$ cat src/rtl/pred_mask_lookup.sv
module pred_mask_lookup #(
  parameter int XLEN = 64,
  parameter int NREG = 32,
  parameter int SRCW = 6,
  localparam int IDXW = $clog2(NREG),
  localparam int EW = 3 + SRCW
) (
  input  logic            clk,
  input  logic            rst_n,
  input  logic            cfg_we,
  input  logic            cfg_fp,
  input  logic [IDXW-1:0] cfg_idx,
  input  logic            cfg_en,
  input  logic            cfg_inv,
  input  logic            cfg_zero,
  input  logic [SRCW-1:0] cfg_src,
  input  logic            lk_fp,
  input  logic [IDXW-1:0] lk_reg,
  input  logic            redir_active,
  output logic [SRCW-1:0] rf_raddr,
  input  logic [XLEN-1:0] rf_rdata,
  output logic [XLEN-1:0] mask,
  output logic            zeroing
);

  logic [EW-1:0] tab_q [2][NREG];
  logic [EW-1:0] ent;
  logic          ent_en, ent_inv, ent_zero, pred_on;

  always_ff @(posedge clk) begin
    if (!rst_n) begin
      for (int t = 0; t < 2; t++)
        for (int i = 0; i < NREG; i++)
          tab_q[t][i] <= '0;
    end else if (cfg_we) begin
      tab_q[cfg_fp][cfg_idx] <= {cfg_en, cfg_inv, cfg_zero, cfg_src};
    end
  end

  assign ent      = tab_q[lk_fp][lk_reg];
  assign ent_en   = ent[EW-1];
  assign ent_inv  = ent[EW-2];
  assign ent_zero = ent[EW-3];
  assign rf_raddr = ent[SRCW-1:0];
  assign pred_on  = redir_active && ent_en;

  assign mask    = !pred_on ? '1 : (ent_inv ? ~rf_rdata : rf_rdata);
  assign zeroing = pred_on && ent_zero;

  AST_NO_REDIR_ONES: assert property (@(posedge clk) disable iff (!rst_n)
    !redir_active |-> (mask == '1 && !zeroing));
  AST_ZERO_NEEDS_REDIR: assert property (@(posedge clk) disable iff (!rst_n)
    zeroing |-> redir_active);
  AST_MASK_FROM_RF: assert property (@(posedge clk) disable iff (!rst_n)
    (mask != '1) |-> (mask == rf_rdata || mask == ~rf_rdata));
  AST_WRITE_NEXT: assert property (@(posedge clk) disable iff (!rst_n)
    ($past(cfg_we) && $past(rst_n) && lk_fp == $past(cfg_fp) && lk_reg == $past(cfg_idx))
      |-> rf_raddr == $past(cfg_src));
  AST_RESET_CLEAR: assert property (@(posedge clk)
    ($past(!rst_n) && rst_n && redir_active) |-> (mask == '1 && rf_raddr == '0));

endmodule

$ cat config.mk
export PLATFORM = sky130hd
export DESIGN_NAME = pred_mask_lookup
export DESIGN_NICKNAME = d
export VERILOG_FILES = /design/src/rtl/pred_mask_lookup.sv
export SDC_FILE = /design/constraint.sdc
export NUM_CORES = 1
export LEC_CHECK = 0
export ABC_CLOCK_PERIOD_IN_PS = 3000
export BUFFER_PORTS_ARGS = -buffer_cell sky130_fd_sc_hd__clkbuf_2
export CAP_MARGIN = 25
export CORE_ASPECT_RATIO = 0.8
export CORE_MARGIN = 3
export CORE_UTILIZATION = 55
export DETAILED_ROUTE_END_ITERATION = 6
export GPL_ROUTABILITY_DRIVEN = 0
export PLACE_DENSITY = 0.76
export SYNTH_ARGS = -nofsm -noshare
export SYNTH_HDL_FRONTEND = slang
export SYNTH_SLANG_ARGS = --single-unit
export TNS_END_PERCENT = 30
$ cat constraint.sdc
create_clock -name clk -period 3 [get_ports clk]
set_input_delay 0.3 -clock clk [delete_from_list [all_inputs] [get_ports clk]]
set_output_delay 0.3 -clock clk [all_outputs]
set_load 0.1 [all_outputs]
# Yosys cells after proc, flatten, opt, wreduce, memory -nomap -nowiden
# Memory sizes are Yosys's and may differ from the RTL's.
# Cells that the tools add are included.
dict set report word_totals {
  wordCells 25
  in_bits 89
  n_memories 1
  ff_bits 0
  ram_bits 576
  out_inout_bits 71
}
dict set report op_classes {
  n_mux 14
  n_reduce_logical 4
  magnitude_cmp 3
  bitwise_logic 3
}
# name words word_bits rd rd_ports_with_merged_regs write_ports line
set memory_table {}
lappend memory_table {tab_q 2 288 1 0 2 26} ;# logic [EW-1:0] tab_q [2][NREG];
# operator count
set ops {}
lappend ops {{2-to-1 mux 288 bit} 3}
lappend ops {{OR reduction 288 bit} 1}
lappend ops {{2-to-1 mux 64 bit} 2}
lappend ops {{NOT 64 bit} 1}
lappend ops {{binary-select mux 9 bit (select 5 bit)} 1}
lappend ops {{demux 9 bit (select 5 bit)} 1}
lappend ops {{2-to-1 mux 9 bit} 3}
lappend ops {{greater-or-equal comparator 6 bit (second input constant)} 2}
lappend ops {{NOT 5 -> 6 bit} 2}
lappend ops {{< comparator 6 x 1 -> 1 bit (second input constant)} 1}
lappend ops {{2-to-1 mux 1 bit} 4}
lappend ops {{logical AND 1 bit} 3}

# Logic depth before layout (Yosys ltp)
# Gate-level depths: netlist of run 1.
dict set report depth {
  depth_word 8
  mapped_depth 11
  depth_no_buf 6
}

# Worst setup path after synthesis of run 1
# OpenSTA, ideal clock, no wires.
dict set report synth_path {
  path_kind {in2out}
  from {input lk_reg[1]}
  to {output zeroing}
  arrival_ns 4.316
  path_slack_ns -1.616
  cell_stages 8
  n_path_buf 5
  t_required_ns 2.700
  path_cell_list {buf_2 > buf_2 > buf_2 > buf_2 > buf_2 > mux4_2 > nand2_1 > a311oi_1}
}
dict set report synth_via {
  elab_chain_len 6
}
# item line
set synth_rtl {}
lappend synth_rtl {{start, declared} 18} ;# input logic [IDXW-1:0] lk_reg,
lappend synth_rtl {{NOT 5 -> 6 bit (implied by the code) (*)} 40} ;# assign ent = tab_q[lk_fp][lk_reg];
lappend synth_rtl {{binary-select mux 9 bit (select 5 bit) (*)} 40}
lappend synth_rtl {{2-to-1 mux 9 bit (implied by the code) (*) (2 in a row)} 40}
lappend synth_rtl {{logical AND 1 bit} 45} ;# assign pred_on = redir_active && ent_en;
lappend synth_rtl {{logical AND 1 bit (*)} 48} ;# assign zeroing = pred_on && ent_zero;
lappend synth_rtl {{end, declared} 23} ;# output logic zeroing
# Mark *: on every way between the ends. The rest lies on a longest branch, timed or not. The select of a mux whose other input is x is not followed.

# Final worst setup path of run 1
dict set report layout_path {
  from {memory tab_q[0][169] in the netlist's numbering}
  to {output mask[13]}
}
dict set report layout_via {
  elab_chain_len 6
}
# item line
set layout_rtl {}
lappend layout_rtl {{start, declared} 26}
lappend layout_rtl {{memory (2 x 288 bit)} --}
lappend layout_rtl {{binary-select mux 9 bit (select 5 bit)} 40}
lappend layout_rtl {{2-to-1 mux 9 bit (implied by the code) (2 in a row)} 40}
lappend layout_rtl {{2-to-1 mux 64 bit (2 in a row)} 47} ;# assign mask = !pred_on ? '1 : (ent_inv ? ~rf_rdata : rf_rdata);
lappend layout_rtl {{end, declared} 22} ;# output logic [XLEN-1:0] mask,
# Every way passes these cells. The select of a mux whose other input is x is not followed.

==> flow_summary.toml, run 1 <==
[die]
io_pins = 160
start_util = 0.5599
rows = 70
die_w_um = 247.7
die_h_um = 199.3
dieArea_mm2 = 0.04937
coreArea_mm2 = 0.04589

[cells_and_area]
largest_reg_flops = 576
register_area_mm2 = 0.01730
nets = 1900
fillers = 2817
top_regs = "tab_q x576"
final_cells = 2467
utilization = 0.6943
regMostFlops = "tab_q"
multiInputGateArea_mm2 = 0.008319
area_growth_pct = 24.01
fin_area_mm2 = 0.03186
drive_gt1_frac = 0.3556

[clocking]
root_buffer = "clkbuf_16"
holdBufCountCts = 0
cts.clk_slew.worst_paths_ns = 0.06
cts_sinks = 576
tritoncts = "done"
h-tree-depth = 2
clock_path_buffers = 3
cts-buffers-inserted = 54

[global_route]
grt_max_degree = 65
grt-ovfl-total = 0
antenna_found_initial = 7
grt_pass1_wl_um = 112600
grt_pass1_vias = 16420
grt_usage = 0.3204

[timing]
worstMarginPinSlew_ns = 0.9004
slew_headroom = 0.3997
fmaxAchievable_ghz = 0.2874
grt_setup_unrepaired = "yes"
layout_setup_ws_ns = -0.4790
slew_violations = 0
setup_violations = 68
period_needed_ns = 3.479
hold_viol = 0
finalCritPeriodShare = 1.160

[pwr]
sequentialPowerShare = 0.471
p_sw_uw = 5515
power_leakage_uw = 0.01196
cell_internal_pwr_uw = 14940
power_uw = 20460
p_per_area_mw_per_mm2 = 642.0
vdd_drop_max_v = 0.0005125
switching_share = 0.2696
clkPwrFrac = 0.336
pwr-share-comb = 0.193

[yosys]
syn_area_per_cell_um2 = 16.56
syn_area_mm2 = 0.02570
synth.distinct_cells = 38
synth_seq_area_share = 0.6731
syn_nets = 1641
netlist_instances = 1552
yosysWarningCount = 0
ys_seq_elements = 576

[drt]
drt_iter0_drc = 2812
vias_per_cell = 6.660
ant_nets = 0
vias = 16430
drc = 0
finalWirelength_um = 78580
wire_per_inst_um = 31.85
first_pass_iters = 6

[critical_path]
crit_arrival_ns = 3.18
crit_type = "flip-flop to output port"
worstPathRequired_ns = 2.70
end_kind = "output port"
critPathMaxFanout = 4
critPathLaunchType = "flip-flop"

[outcome]
run_status = "finished, violations left"
violations = "negative setup slack"

[placed_design]
preCtsSetupSlack_ns = -0.1298
io_buffer_count = 159
place_area_mm2 = 0.02937
dp_hpwl_um = 50300
place_inst = 2352

[hold_path]
hold_path_end = "tab_q[0][9]"
hold_depth = 3
min_from = "cfg_src[0]"
hp-class = "input port to flip-flop"

[flow_run]
cap_violations = 0
[how the worst max path moves through the flow]
stage / to / start / depth (start not counted) / slack [ns]
finish: mask[13] / tab_q[0][169] / 11 / -0.48
CTS: mask[63] / tab_q[0][25] / 11 / -0.47
global route: mask[63] / tab_q[0][7] / 11 / -0.54
global placement: mask[42] / lk_fp / 12 / -0.08
detailed placement: mask[42] / lk_fp / 12 / -0.13
floorplan: mask[24] / lk_fp / 10 / -0.17
[Yosys cell counts, drive strengths merged]
| cell | n | area share |
|---|---|---|
| and3 | 184 | 0.045 |
| nand2 | 97 | 0.014 |
| buf | 34 | 0.0092 |
| edfxtp | 576 | 0.67 |
| o41ai | 1 | 0.00034 |
| o31ai | 2 | 0.00058 |
| and2 | 13 | 0.0032 |
| nor3b | 3 | 0.00088 |
| a31oi | 1 | 0.00024 |
| a21oi | 29 | 0.0056 |
| nand4 | 2 | 0.00049 |
| nor4 | 1 | 0.00024 |
| nor2 | 134 | 0.020 |
| inv | 11 | 0.0016 |
| o211ai | 1 | 0.00029 |
| a41oi | 1 | 0.00034 |
| a311oi | 1 | 0.00034 |
| a2bb2oi | 1 | 0.00034 |
| a22oi | 4 | 0.0012 |
| a211oi | 1 | 0.00029 |
| nand4b | 1 | 0.00034 |
| mux2 | 7 | 0.0031 |
| nand2b | 67 | 0.016 |
| xor2 | 64 | 0.022 |
| a21boi | 1 | 0.00029 |
| a221oi | 4 | 0.0014 |
| nand3 | 2 | 0.00039 |
| mux2i | 21 | 0.0082 |
| nor3 | 3 | 0.00058 |
| o21ai | 5 | 0.00097 |
| clkbuf | 102 | 0.015 |
| mux4 | 171 | 0.15 |
| nor2b | 7 | 0.0017 |
[stage by stage]
| stage | hold slack (ns) | setup TNS, ns |
|---|---|---|
| 2_1_floorplan | 0.5229 | -7.979 |
| 3_3_place_gp | 0.7166 | -0.5620 |
| 3_5_place_dp | 0.7442 | -3.632 |
| 4_1_cts | 0.1525 | -25.51 |
| 5_1_grt | 0.1671 | -29.54 |
| 6_report | 0.1766 | -26.12 |
[metal layers]
metal,vias up,global-route usage,wire length (µm),part of all wire
met4,6,0.1134,3183,0.041
li1,6480,-,-,-
met1,8276,0.4536,27540,0.35
met3,201,0.1199,13330,0.17
met5,-,0,36,0.00046
met2,1468,0.4628,34490,0.44
[layout by cell type, fill, tap and decap left out, drive strengths merged, types with 3 or more instances in the layout]
master and instances:
a21oi 29, a221oi 4, a22oi 4, and2 13
and3 184, buf 250, bufinv 7, clkbuf 151
clkinv 25, edfxtp 576, inv 13, mux2 7
mux2i 21, mux4 171, nand2 97, nand2b 67
nor2 134, nor2b 7, nor3 3, nor3b 3
o21ai 5, xor2 64
[area by class of cell]
type / instances / share of cell area
Inverter: 11 / 0.001296
Multi-Input combinational cell: 829 / 0.2611
Timing Repair Buffer: 339 / 0.1157
Tap cell: 612 / 0.02403
Sequential cell: 576 / 0.5428
Antenna cell: 2 / 0.0001571
Clock buffer: 62 / 0.04402
Clock inverter: 36 / 0.01088
[what timing repair did]
item	in CTS	in global routing
endpoints found under the setup margin	71	71
pin swaps	24	32
resized for setup	59	38
cloned	2	4
buffers inserted	8	2
[cells by family (layout without fill, tap and decap cells)]
kind of cell / count (synthesis) / in the layout / share of synthesized area
compound gates: 52 / 52 / 0.01222
xor+xnor: 64 / 64 / 0.02181
buf+inv: 147 / 448 / 0.02571
flops: 576 / 576 / 0.6731
mux: 199 / 199 / 0.1645
other cells: 0 / 2 / 0
simple gates: 514 / 514 / 0.1026
[worst max-delay path, stage by stage (launching register included)]
cell      delay, ns
edfxtp_1       0.41
mux4_2         0.54
mux2i_2        0.27
a221oi_1       0.14
a22oi_2        0.25
buf_12         0.16
buf_12         0.14
buf_12         0.12
buf_4          0.13
xor2_2         0.19
nand2b_4       0.08
buf_12         0.16
[power groups by stage]
stage | Sequential, µW | Combinational, µW | Clock (µW)
2_1_floorplan | 9710 | 2110 | 0
3_3_place_gp | 9740 | 3520 | 0
3_5_place_dp | 9790 | 3570 | 0
4_1_cts | 9630 | 3760 | 6870
5_1_grt | 9680 | 4060 | 7180
6_report | 9630 | 3950 | 6870
No activity file was read; power rests on OpenSTA's default activity.
==> inputs of run 2 (changes only) <==
- CORE_MARGIN: 3 -> 1.5
- REMOVE_ABC_BUFFERS: default -> 1
==> run 2 against run 1 <==
Critical endpoint is now mask[43]; via count down 1.7%; fmax up 2.7%; global-route usage decreased by 0.51 points; sequential power about the same; highest routed layer is now met4; the flow still finishes with violations (negative setup slack); largest power group unchanged; cell count is 0.97% lower.
==> flow_summary.toml, run 2 (same netlist as run 1, synthesis figures left out) <==
[critical_path]
critPathLaunchType = "flip-flop"
crit_arrival_ns = 3.09
worstPathRequired_ns = 2.70
crit_buf_inv = 4
slowest_stage = "mux4_1"
end_kind = "output port"
crit_path_cell_trace = "mux4_1 -> mux2i_2 -> a221oi_2 -> a22oi_2 -> buf_6 -> buf_12 -> buf_12 -> xor2_1 -> nand2b_1 -> buf_12"
critPathMaxFanout = 7
cpPeakStageDelay_ns = 0.56
crit_family = "multiplexers"
cpMostUsedCell = "buf_12"
crit_type = "flip-flop to output port"

[global_route]
grt_pass1_wl_um = 107900
antenna_found_initial = 2
grt-ovfl-total = 0
grt_pass1_vias = 15940
grt_max_degree = 65
grt_usage = 0.3153

[cells_and_area]
nets = 1878
layout_common_cells = "edfxtp_1, and3_1, mux4_2"
fin_area_mm2 = 0.03135
final_common_cell = "edfxtp_1"
drive_gt1_frac = 0.3306
fillers = 2881
area_growth_pct = 21.99
utilization = 0.6830
largest_reg_flops = 576
regMostFlops = "tab_q"
top_regs = "tab_q x576"

[drt]
vias = 16160
first_pass_iters = 6
finalWirelength_um = 75660
wire_per_inst_um = 30.97
ant_nets = 0
drt_iter0_drc = 2484
vias_per_cell = 6.613
drc = 0

[pwr]
clkPwrFrac = 0.331
power_uw = 19960
switching_share = 0.2683
p_per_area_mw_per_mm2 = 636.7
pwr-share-comb = 0.186
power_leakage_uw = 0.01176
vdd_drop_max_v = 0.0005482
sequentialPowerShare = 0.483
p_sw_uw = 5356
cell_internal_pwr_uw = 14600

[die]
dieArea_mm2 = 0.04803
coreArea_mm2 = 0.04589
start_util = 0.5599
die_h_um = 196.3
die_w_um = 244.7
io_pins = 160
rows = 70

[placed_design]
io_buffer_count = 159
place_area_mm2 = 0.02919
dp_hpwl_um = 47950

[timing]
layout_setup_ws_ns = -0.3864
fin_setup_tns_ns = -22.05
setup_violations = 68
slew_violations = 0
period_needed_ns = 3.386
fmaxAchievable_ghz = 0.2953
worstMarginPinSlew_ns = 0.8331
grt_setup_unrepaired = "yes"
slew_headroom = 0.4426
finalCritPeriodShare = 1.129
hold_viol = 0

[clocking]
h-tree-depth = 2
cts.clk_slew.worst_paths_ns = 0.07
cts-buffers-inserted = 54
holdBufCountCts = 0
cts_sinks = 576
root_buffer = "clkbuf_16"
clock_path_buffers = 3
tritoncts = "done"

[outcome]
violations = "negative setup slack"
run_status = "finished, violations left"

[hold_path]
hp-class = "input port to flip-flop"

[flow_run]
cap_violations = 0
-- run 2: worst paths after layout --
check               startpoint          end  slack [ns]  cells after the start
hold / removal      cfg_src[1]  tab_q[1][1]        0.24                      3
setup / recovery  tab_q[1][61]     mask[43]       -0.39                     10
-- run 2: per-layer routing --
metal / track usage / part of all wire / vias up / wire [µm]
li1: - / - / 6464 / -
met1: 0.4485 / 0.35 / 8086 / 26600
met2: 0.4652 / 0.45 / 1432 / 34330
met3: 0.09967 / 0.16 / 173 / 11980
met4: 0.1093 / 0.036 / 0 / 2747
met5: 0 / 0 / - / 0
-- run 2: what timing repair did --
item / 4_1_cts / 5_1_grt
pin swaps: 46 / 14
buffers inserted: 3 / 1
cloned: 2 / 2
gates resized for setup: 50 / 31
setup endpoints to repair: 71 / 70
-- run 2: final cells by class --
class | count | area [µm²] | share of cell area
clock inverter | 27 | 195.2 | 0.006227
inverter | 11 | 41.29 | 0.001317
clock buffer | 70 | 1475 | 0.04706
antenna | 1 | 2.502 | 0.00007983
timing repair buffer | 317 | 3482 | 0.1111
multi-input combinational | 829 | 8089 | 0.2580
sequential | 576 | 17300 | 0.5518
tap | 612 | 765.7 | 0.02443
-- run 2: power groups by stage --
stage / clock, µW / sequential, µW / combinational (µW)
finish: 6610 / 9640 / 3710
global route: 6900 / 9670 / 3820
CTS: 6620 / 9630 / 3580
detailed placement: 0 / 9790 / 3450
global placement: 0 / 9740 / 3390
floorplan: 0 / 9710 / 1910
-- run 2: through the flow --
step           hold WS, ns  instances  worst slack (ns)
6_report            0.2397       2443           -0.3864
5_1_grt             0.2381       2443           -0.4541
4_1_cts             0.2153       2440           -0.3973
3_5_place_dp        0.8324       2338           -0.1735
3_3_place_gp        0.7926       2336           -0.1309
2_1_floorplan       0.4982       1416            -3.919
